<file path="src/rtl/chacha_perm_pkg.sv">
package chacha_perm_pkg;

    localparam int WORD_W       = 32;
    localparam int NUM_WORDS    = 16;
    localparam int IDX_W        = $clog2(NUM_WORDS);
    localparam int STEPS_PER_DR = 32;
    localparam int STEP_W       = $clog2(STEPS_PER_DR);
    localparam int ROT_W        = $clog2(WORD_W);
    localparam int STATE_W      = WORD_W * NUM_WORDS;

    typedef logic [WORD_W-1:0]                 word_t;
    typedef logic [NUM_WORDS-1:0][WORD_W-1:0]  state_t;
    typedef logic [IDX_W-1:0]                  idx_t;

    // Operands of one add-xor-rotate step.
    typedef struct packed {
        idx_t             tgt;  // receives tgt + src
        idx_t             src;  // addend
        idx_t             mix;  // receives rotl(mix ^ sum, rot)
        logic [ROT_W-1:0] rot;
    } step_ctl_t;

endpackage

</file>
<file path="src/rtl/chacha_step_table.sv">
module chacha_step_table
    import chacha_perm_pkg::*;
(
    input  logic [STEP_W-1:0] step_i,
    output step_ctl_t         ctl_o
);
    // step = {half, lane[1:0], sub[1:0]}
    logic       diag;
    logic [1:0] lane;
    logic [1:0] sub;
    idx_t       wa, wb, wc, wd;

    assign diag = step_i[4];
    assign lane = step_i[3:2];
    assign sub  = step_i[1:0];

    always_comb begin
        // Row r holds words 4r..4r+3; diagonal half shifts row r by r lanes.
        wa = {2'd0, lane};
        wb = {2'd1, lane + (diag ? 2'd1 : 2'd0)};
        wc = {2'd2, lane + (diag ? 2'd2 : 2'd0)};
        wd = {2'd3, lane + (diag ? 2'd3 : 2'd0)};

        if (!sub[0]) begin
            ctl_o.tgt = wa;
            ctl_o.src = wb;
            ctl_o.mix = wd;
        end else begin
            ctl_o.tgt = wc;
            ctl_o.src = wd;
            ctl_o.mix = wb;
        end

        case (sub)
            2'd0:    ctl_o.rot = ROT_W'(16);
            2'd1:    ctl_o.rot = ROT_W'(12);
            2'd2:    ctl_o.rot = ROT_W'(8);
            default: ctl_o.rot = ROT_W'(7);
        endcase
    end

    // The two written words must differ, or one write would be lost.
    always_comb begin
        p_distinct_writes_r4: assert (ctl_o.tgt != ctl_o.mix)
            else $error("step table writes one word twice");
        p_distinct_rows_r5: assert (ctl_o.tgt[3:2] != ctl_o.src[3:2])
            else $error("step table adds a word to its own row");
    end

endmodule

</file>
<file path="src/rtl/chacha_arx_unit.sv">
module chacha_arx_unit
    import chacha_perm_pkg::*;
(
    input  word_t            tgt_i,
    input  word_t            src_i,
    input  word_t            mix_i,
    input  logic [ROT_W-1:0] rot_i,
    output word_t            sum_o,
    output word_t            mixed_o
);
    word_t                 xored;
    logic [2*WORD_W-1:0]   doubled;

    always_comb begin
        sum_o   = tgt_i + src_i;
        xored   = mix_i ^ sum_o;
        doubled = {xored, xored} << rot_i;
        mixed_o = doubled[2*WORD_W-1:WORD_W];
    end

    // A nonzero rotate keeps the xor result's population.
    always_comb begin
        p_rotate_keeps_bits_r4: assert ($countones(mixed_o) == $countones(xored))
            else $error("rotator dropped bits");
    end

endmodule

</file>
<file path="src/rtl/chacha_perm_core.sv">
module chacha_perm_core
    import chacha_perm_pkg::*;
#(
    parameter int DOUBLE_ROUNDS = 10
) (
    input  logic               clk,
    input  logic               rst,
    input  logic               start_i,
    input  logic [STATE_W-1:0] state_i,
    output logic               busy_o,
    output logic               done_o,
    output logic [STATE_W-1:0] state_o
);
    localparam int RND_W = (DOUBLE_ROUNDS > 1) ? $clog2(DOUBLE_ROUNDS) : 1;
    localparam logic [RND_W-1:0]  LAST_ROUND = RND_W'(DOUBLE_ROUNDS - 1);
    localparam logic [STEP_W-1:0] LAST_STEP  = STEP_W'(STEPS_PER_DR - 1);

    typedef struct packed {
        logic              busy;
        logic              done;
        logic [STEP_W-1:0] step;
        logic [RND_W-1:0]  round;
        state_t            st;
    } regs_t;

    regs_t     r_q, r_d;
    step_ctl_t ctl;
    word_t     sum_w, mixed_w;

    chacha_step_table u_table (
        .step_i (r_q.step),
        .ctl_o  (ctl)
    );

    chacha_arx_unit u_arx (
        .tgt_i   (r_q.st[ctl.tgt]),
        .src_i   (r_q.st[ctl.src]),
        .mix_i   (r_q.st[ctl.mix]),
        .rot_i   (ctl.rot),
        .sum_o   (sum_w),
        .mixed_o (mixed_w)
    );

    always_comb begin
        r_d      = r_q;
        r_d.done = 1'b0;
        if (!r_q.busy) begin
            if (start_i) begin
                r_d.st    = state_i;
                r_d.busy  = 1'b1;
                r_d.step  = '0;
                r_d.round = '0;
            end
        end else begin
            r_d.st[ctl.tgt] = sum_w;
            r_d.st[ctl.mix] = mixed_w;
            if (r_q.step == LAST_STEP) begin
                r_d.step = '0;
                if (r_q.round == LAST_ROUND) begin
                    r_d.round = '0;
                    r_d.busy  = 1'b0;
                    r_d.done  = 1'b1;
                end else begin
                    r_d.round = r_q.round + 1'b1;
                end
            end else begin
                r_d.step = r_q.step + 1'b1;
            end
        end
    end

    always_ff @(posedge clk) begin
        if (rst) begin
            r_q <= '0;
        end else begin
            r_q <= r_d;
        end
    end

    assign busy_o  = r_q.busy;
    assign done_o  = r_q.done;
    assign state_o = r_q.st;

    p_done_pulse_r2: assert property (@(posedge clk) disable iff (rst)
        r_q.done |=> !r_q.done);

    p_done_after_last_r2: assert property (@(posedge clk) disable iff (rst)
        (r_q.busy && r_q.step == LAST_STEP && r_q.round == LAST_ROUND)
            |=> (r_q.done && !r_q.busy));

    p_done_idle_r7: assert property (@(posedge clk) disable iff (rst)
        r_q.done |-> !r_q.busy);

    p_start_accept_r7: assert property (@(posedge clk) disable iff (rst)
        (!r_q.busy && start_i) |=> (r_q.busy && r_q.step == '0 && r_q.round == '0));

    p_step_advance_r8: assert property (@(posedge clk) disable iff (rst)
        (r_q.busy && r_q.step != LAST_STEP)
            |=> (r_q.busy && r_q.step == $past(r_q.step) + 1'b1));

    p_idle_hold_r10: assert property (@(posedge clk) disable iff (rst)
        (!r_q.busy && !start_i) |=> $stable(r_q.st));

    p_round_bound_r3: assert property (@(posedge clk) disable iff (rst)
        r_q.round <= LAST_ROUND);

endmodule

</file>
<file path="config.mk">
export PLATFORM = sky130hd
export DESIGN_NAME = chacha_perm_core
export DESIGN_NICKNAME = d
export VERILOG_FILES = /design/src/rtl/chacha_perm_pkg.sv /design/src/rtl/chacha_step_table.sv /design/src/rtl/chacha_arx_unit.sv /design/src/rtl/chacha_perm_core.sv
export SDC_FILE = /design/constraint.sdc
export NUM_CORES = 2
export LEC_CHECK = 0
export ABC_CLOCK_PERIOD_IN_PS = 10700
export BUFFER_PORTS_ARGS = -buffer_cell sky130_fd_sc_hd__buf_2
export CAP_MARGIN = 30
export CORE_AREA = 2 2 395 397
export CTS_CLUSTER_SIZE = 30
export DETAILED_ROUTE_END_ITERATION = 8
export DIE_AREA = 0 0 397 399
export GPL_ROUTABILITY_DRIVEN = 0
export MAX_ROUTING_LAYER = met4
export PLACE_DENSITY_LB_ADDON = 0.3
export SKIP_LAST_GASP = 1
export SLEW_MARGIN = 40
export SYNTH_ARGS = -nofsm -noshare
export SYNTH_HDL_FRONTEND = slang
export SYNTH_SLANG_ARGS = --single-unit
</file>
<file path="constraint.sdc">
create_clock -name clk -period 10.7 [get_ports clk]
set_input_delay 0.535 -clock clk [delete_from_list [all_inputs] [get_ports clk]]
set_output_delay 0.535 -clock clk [all_outputs]
set_load 0.05 [all_outputs]
</file>
-- Word-level counts from Yosys, hierarchy flattened
Index checks and enable logic that the tools add are counted.
- bits in registers: 523
- input bits: 515
- output and inout port bits: 514
- shifts and indexed selects: 1
- equal/unequal tests: 5
- reductions and logical operators: 6
- muxes and demuxes: 26
- order comparisons: 5
- bitwise gates (word level): 3
- add/sub/neg operators: 6
- operators by type and width (cell ; count):
    $mux 521 ; 2
    $bwmux 512 ; 2
    $bmux 32 s4 ; 3
    $demux 32 s4 ; 2
    $mux 32 ; 5
    $shl 64x5->64 ; 1
    $add 32x32->32 ; 1
    $xor 32x32->32 ; 1
    $lt 4x5->1 const B ; 3
    $pmux 5 s3 ; 1
    $mux 12 ; 1
    $ge 4x1->1 const B ; 2
    $mux 2 ; 4
    $mux 4 ; 2
    $add 2x2->2 ; 3
    $add 5x1->5 const B ; 1
    $eq 5x5->1 const B ; 1
    $mux 5 ; 1
    $add 4x1->4 const B ; 1
    $eq 4x4->1 const B ; 1
    $mux 1 ; 3
    $reduce_or 3->1 ; 1
    $eq 2x1->1 const B ; 1
    $eq 2x2->1 const B ; 1
    6 further kinds ; 8

-- Longest topological paths before layout
- depth in word-level cells: 10
- mapped depth: 26
- mapped depth without buffers: 18

-- Cells and area by module
From an unflattened synthesis, not the netlist that was laid out.
- cells, all modules: 5818
- area total of the unflattened synthesis: 50064.3 um^2
- by module, submodules not included (module ; cells an instance ; times used ; area each (um^2)):
    chacha_perm_core ; 5100 ; 1 ; 44775.4
    chacha_arx_unit ; 695 ; 1 ; 5104.9
    chacha_step_table ; 23 ; 1 ; 183.9

-- Worst setup path after synthesis
Ideal clock, no wire load.
- path type: flip-flop to flip-flop
- start point: reg r_q[520] (netlist name)
- end point: reg r_q (netlist bit state_o[211])
- data arrival time: 6.306 ns
- path slack: 4.258 ns
- setup time: 0.136 ns
- cell stages (with the launch flop): 27
- cell sequence: dfxtp_1 -> ha_1 -> buf_2 -> buf_2 -> buf_4 -> buf_2 -> buf_2 -> clkbuf_1 -> clkbuf_1 -> clkbuf_1 -> mux4_2 -> nand2_1 -> nand2_1 -> ha_1 -> clkbuf_1 -> a21oi_1 -> o21ai_0 -> or2_2 -> clkbuf_1 -> and2_1 -> a21oi_1 -> mux2_2 -> or2_2 -> a22oi_1 -> and4_1 -> clkbuf_1 -> o32ai_1
- cells in the longest elaborated chain, start to end: 10
- ends and longest elaborated chain (element ; RTL line ; text):
    start, declared ; chacha_perm_core.sv:26 ; regs_t r_q, r_d;
    start signal, assigned ; chacha_perm_core.sv:76 ; r_q <= r_d;
    $mux 2, or another cell as far along ; chacha_step_table.sv:21 ; wc = {2'd2, lane + (diag ? 2'd2 : 2'd0)};
    $add 2x2->2 (on tied branches) ; chacha_step_table.sv:21, chacha_step_table.sv:20, chacha_step_table.sv:22 ;
    $mux 12 (*) ; chacha_step_table.sv:24 ; if (!sub[0]) begin
    $bmux 32 s4, or another cell as far along ; chacha_perm_core.sv:36 ; .tgt_i (r_q.st[ctl.tgt]),
    $mux 32 (implied by the code), or another cell as far along ; chacha_perm_core.sv:36 ;
    $add 32x32->32 / $mux 32 (equally long branches) ; chacha_arx_unit.sv:15, chacha_perm_core.sv:55 ;
    $xor 32x32->32 / $demux 32 s4 (equally long branches) ; chacha_arx_unit.sv:16, chacha_perm_core.sv:55 ;
    $shl 64x5->64 / $bwmux 512 (equally long branches) ; chacha_arx_unit.sv:17, chacha_perm_core.sv:55 ;
    $bwmux 512 (*) ; chacha_perm_core.sv:56 ; r_d.st[ctl.mix] = mixed_w;
    $mux 521 (*) ; chacha_perm_core.sv:47 ; if (!r_q.busy) begin
Mark *: on every way between the ends. The rest lies on a longest branch, timed or not. The select of a mux whose other input is x is not followed.
A chain may end at the register's enable or synchronous reset.

-- Worst setup path in the final report
- start point: reg r_q[520] (netlist name)
- end point: reg r_q (netlist bit state_o[423])
Same word-level chain as after synthesis.

==> results.txt <==
- Global-route wire length before repair: slightly above 300000 um
- For the final database, setup skew stands at 0.03331 ns.
- Of all nets on the critical path, the largest fanout is 54.
- Buffers inserted during clock tree synthesis total 70.
* Routed wire length per instance: roughly 33 um
- Sequential element share of the synthesized area: 0.2906
- TritonCTS built the clock tree.
- Cell count of the worst reg-to-reg path: 17
- The analysis attributes to cell leakage a power of roughly 18 nW.
- Share of power burned in combinational logic: 0.387
* Maximum clock rate: 138.3 MHz
* Number of placement rows: 144
- The longest clock path from root to sink contains 3 buffers.
- Of the total power, registers draw 0.299.
- Minimum clock period: ~7.2 ns
* Number of resized instances in the post-cts repair step: 0
* Flip-flop and latch count after synthesis: approximately 520
- DRC violations left: 0
- Of the total power, the share spent switching nets is 0.4425.
* Initial antenna violation count: 47
- After synthesis, the cell types taking the most area are sky130_fd_sc_hd__dfxtp_1, sky130_fd_sc_hd__buf_4, sky130_fd_sc_hd__mux4_2.
* Power per unit of standard cell area: ~180 nW/um^2
* Share of synthesized flip-flops with an asynchronous set or reset: 0
- Via-per-instance ratio: between 5 and 6
- Measured along the x axis, the die boundary spans between 300 and 400 um.
* Result of the run: completed
- In this run the critical register-to-register path is captured at state_o[423].
- CP dominant cell by count: sky130_fd_sc_hd__nand2_1
- Cell Int Power: between 0.004 and 0.005 W
- For this run, the number of Yosys warnings is 0.
- By startpoint and endpoint, the worst setup path is classified as flip-flop to flip-flop.
* Clk Latency, worst-skew pair: 0.68 ns
* Antenna viol nets, final: 0
- Finished Layout Cells: about 7000
* Total negative slack for setup checks: 0 ns
- The clock drives between 500 and 600 sinks.
* Yosys cell types: 85
- Setup violations remaining at the end of the flow were counted as 0.
- The die is ~400 um tall.
* Setup Fix Bufs, Post-CTS: 0
- Share of Yosys cell area claimed by the top area cell type: 0.2906
* Predominant post-synthesis flop cell: sky130_fd_sc_hd__dfxtp_1
- Number of standard cells after synthesis: between 4000 and 5000
* Tot GR Track Use: 0.2836
- Summed over all nets, the half-perimeter wirelength after detailed placement is 177000 um.
- STA classifies the critical path endpoint as a flip-flop.
* Internal reg-to-reg setup slack: around 3.5 ns
- The net count of the finished layout is ~5300.
* Fill count: 16900
- In the finished design, the share of the clock period the worst path needs comes to 0.6758.
- Number of DRC markers after the initial detailed-route iteration: approximately 3900
- Clock transition time at the flip-flop clock pins of the worst setup and hold paths: about 0.06 ns
* Vias in the first global route: about 36000
- Worst endpoint required time: roughly 11 ns
- Hold/Removal Path Class: input pin to flip-flop
- The worst setup path is launched from a flip-flop.
- Walking the worst path, the cells encountered are ha_4 > xnor2_2 > xnor2_2 > buf_12 > mux4_2 > nand2_1 > nand2_1 > ha_1 > nand2_1 > o31ai_2 > a211o_1 > nand3_1 > a22oi_1 > xor3_1 > a2111oi_1 > o2bb2ai_2 > o32ai_1.
* Net switching power: 0.003414 W
- CP startpoint: r_q[520]
- For this run, the detailed router's first-pass iteration total came to 6.
* Pin count of the biggest net entering global routing: between 100 and 150
- Critical path arrival: 7.75 ns
- The die covers around 160000 um^2.
* Synthesized cell area: around 36000 um^2
* Mean instance size in the synthesized netlist: between 8 and 9 um^2
- Clock Power Share: 0.314
- PnR Total Power: roughly 0.0077 W
* Destination of the critical timing path: state_o[423]
- Core Area: 153700 um^2
* Total overflow reported by the global router: 0
- Worst IR drop on VDD: roughly 0.10 mV
* Total number of vias: approximately 38000
- Leading area contributor after synthesis: sky130_fd_sc_hd__dfxtp_1
- Synthesis produced a netlist with a net count of roughly 5000.
- The number of hold buffers added after CTS was 0.
- Final core utilization: 0.2755
* Fin. Hold Viols: 0
- The count of buffers added on input and output ports is ~1000.
* Critical path's largest stage delay: between 0.8 and 0.9 ns
- H-tree level count: 3
- EDFF count, synth: 0
- Dpl cells: roughly 6800
- At the pin with the least slew margin, the transition time is 1.059 ns.
* Initial Util: 0.2344
- Area of combinational cells with multiple inputs: slightly above 20000 um^2
* Pins over their slew limit: 0
* Total detailed-routing wirelength: 229300 um
* Sequential Area: about 10000 um^2
* Library cell contributing the largest single delay on the critical path: sky130_fd_sc_hd__a2111oi_1
- Number of max-capacitance violations reported: 0
- Setup repair after global routing left no endpoint under its margin.
- Signed area change from the synthesized netlist to the final layout: 17.52%
* Buffer cell driving the clock tree root: sky130_fd_sc_hd__clkbuf_16
* Number of top-level design ports: 1029
- Reg-to-reg critical path startpoint: r_q[520]
- Share of post-route cells with drive strength above 1: 0.3164
- Measured against its own limit, the worst slew margin works out to 0.2938.
-- flip-flops by register name (all words and copies together) (netlist names) --
register,flops
r_q,9
state_o,512
busy_o,1
done_o,1
-- power by group through the flow --
stage,Clock [W],Combinational [W],Sequential [W]
6_report,0.00243,0.00299,0.00230
2_1_floorplan,0,0.00193,0.00224
3_5_place_dp,0,0.00295,0.00234
3_3_place_gp,0,0.00291,0.00234
5_1_grt,0.00253,0.00311,0.00231
4_1_cts,0.00246,0.00296,0.00230
-- worst max-delay path, delay by kind of cell, from the launching register on --
kind	cells	cell delay, ns
AO/OA/AOI/OAI	6	2.74
XOR/XNOR	3	1.35
adder cells (fa/ha/maj)	2	0.72
AND/OR/NAND/NOR	4	0.70
multiplexers	1	0.58
flip-flops	1	0.45
buffers and inverters	1	0.37
-- cell families (layout without fill, tap and decap cells) --
| family | after synthesis | in the layout | share of synthesized area |
|---|---|---|---|
| flops | 523 | 523 | 0.2906 |
| simple gates | 1409 | 1409 | 0.1699 |
| xor+xnor | 66 | 66 | 0.01893 |
| other cells | 0 | 45 | 0 |
| buf+inv | 907 | 1265 | 0.1494 |
| fa+ha+maj | 39 | 39 | 0.01375 |
| compound gates | 1228 | 1228 | 0.2257 |
| mux | 300 | 300 | 0.1318 |
-- per-stage QoR --
| stage | hold slack, ns | instance area (um^2) | setup slack, ns |
|---|---|---|---|
| detailed placement | 0.4637 | 39890 | 3.387 |
| finish | 0.1078 | 42340 | 3.468 |
| floorplan | 0.4465 | 36030 | 4.258 |
| global placement | 0.4578 | 39620 | 3.421 |
| CTS | 0.03641 | 42160 | 3.317 |
| global route | 0.06166 | 42310 | 3.163 |
-- synth_stat cells, types with 23 or more instances --
| cell type | instances |
|---|---|
| sky130_fd_sc_hd__a211oi_1 | 152 |
| sky130_fd_sc_hd__a21oi_1 | 406 |
| sky130_fd_sc_hd__a221o_1 | 37 |
| sky130_fd_sc_hd__a221oi_1 | 44 |
| sky130_fd_sc_hd__a22oi_1 | 60 |
| sky130_fd_sc_hd__and3_1 | 82 |
| sky130_fd_sc_hd__buf_1 | 39 |
| sky130_fd_sc_hd__buf_4 | 517 |
| sky130_fd_sc_hd__clkbuf_1 | 318 |
| sky130_fd_sc_hd__dfxtp_1 | 523 |
| sky130_fd_sc_hd__ha_1 | 38 |
| sky130_fd_sc_hd__mux2_2 | 35 |
| sky130_fd_sc_hd__mux2i_1 | 129 |
| sky130_fd_sc_hd__mux4_2 | 134 |
| sky130_fd_sc_hd__nand2_1 | 448 |
| sky130_fd_sc_hd__nand3_1 | 63 |
| sky130_fd_sc_hd__nor2_1 | 549 |
| sky130_fd_sc_hd__nor3_1 | 146 |
| sky130_fd_sc_hd__o21ai_0 | 180 |
| sky130_fd_sc_hd__o22ai_1 | 46 |
| sky130_fd_sc_hd__o32ai_1 | 103 |
| sky130_fd_sc_hd__xnor2_1 | 34 |
| sky130_fd_sc_hd__xor2_1 | 23 |
-- area by class of cell --
| class | instances | area share |
|---|---|---|
| antenna | 45 | 0.002660 |
| multi-input combinational | 3042 | 0.4909 |
| sequential | 523 | 0.2476 |
| tap | 2044 | 0.06040 |
| inverter | 19 | 0.001921 |
| clock buffer | 93 | 0.04554 |
| clock inverter | 23 | 0.008008 |
| timing repair buffer | 1130 | 0.1430 |
-- cells in the final DEF, fill, tap and decap left out, types with 11 or more instances in the layout --
cell                        synthesis  final
sky130_fd_sc_hd__o21ai_1           14     12
sky130_fd_sc_hd__nor3_1           146    140
sky130_fd_sc_hd__o21ai_0          180    180
sky130_fd_sc_hd__a221o_1           37     37
sky130_fd_sc_hd__and4_1            11     11
sky130_fd_sc_hd__mux2_2            35     35
sky130_fd_sc_hd__and2_1            15     14
sky130_fd_sc_hd__diode_2            0     45
sky130_fd_sc_hd__o211ai_1          18     18
sky130_fd_sc_hd__and3_1            82     81
sky130_fd_sc_hd__nor2_1           549    534
sky130_fd_sc_hd__buf_2             11   1027
sky130_fd_sc_hd__mux4_2           134    134
sky130_fd_sc_hd__a311oi_1          13     13
sky130_fd_sc_hd__a31oi_1           22     22
sky130_fd_sc_hd__a22oi_1           60     60
sky130_fd_sc_hd__a211oi_1         152    151
sky130_fd_sc_hd__clkbuf_16          0     70
sky130_fd_sc_hd__nand4_1           15     15
sky130_fd_sc_hd__inv_1             16     15
sky130_fd_sc_hd__or3_1             22     21
sky130_fd_sc_hd__a21oi_1          406    405
sky130_fd_sc_hd__nand3_1           63     63
sky130_fd_sc_hd__xnor2_1           34     23
sky130_fd_sc_hd__a221oi_1          44     44
sky130_fd_sc_hd__xor2_1            23     13
sky130_fd_sc_hd__nand2_1          448    437
sky130_fd_sc_hd__clkbuf_1         318     14
sky130_fd_sc_hd__a2111oi_0         12     11
sky130_fd_sc_hd__mux2i_1          129    129
sky130_fd_sc_hd__o21a_1            18     18
sky130_fd_sc_hd__nand2b_1          16     11
sky130_fd_sc_hd__or2_2             11     11
sky130_fd_sc_hd__a21o_1            14     14
sky130_fd_sc_hd__o22ai_1           46     40
sky130_fd_sc_hd__dfxtp_1          523    519
sky130_fd_sc_hd__ha_1              38     35
sky130_fd_sc_hd__buf_4            517     86
sky130_fd_sc_hd__o32ai_1          103    103
-- worst min-delay path by stage --
| stage | start | endpoint | slack, ns | cells after the start |
|---|---|---|---|---|
| floorplan | state_o[352] | state_o[352] | 0.45 | 2 |
| global placement | state_o[352] | state_o[352] | 0.46 | 2 |
| detailed placement | state_o[352] | state_o[352] | 0.46 | 2 |
| CTS | state_i[12] | state_o[12] | 0.04 | 3 |
| global route | state_i[346] | state_o[346] | 0.06 | 3 |
| finish | state_i[12] | state_o[12] | 0.11 | 3 |
-- routing by layer --
metal,up-vias,GRT usage,routed length [um]
li1,16480,-,-
met1,18860,0.3274,87630
met2,2397,0.4513,106600
met3,504,0.06935,20310
met4,0,0.1568,14800
met5,-,-,0
Power figures use the tool's default switching activity.
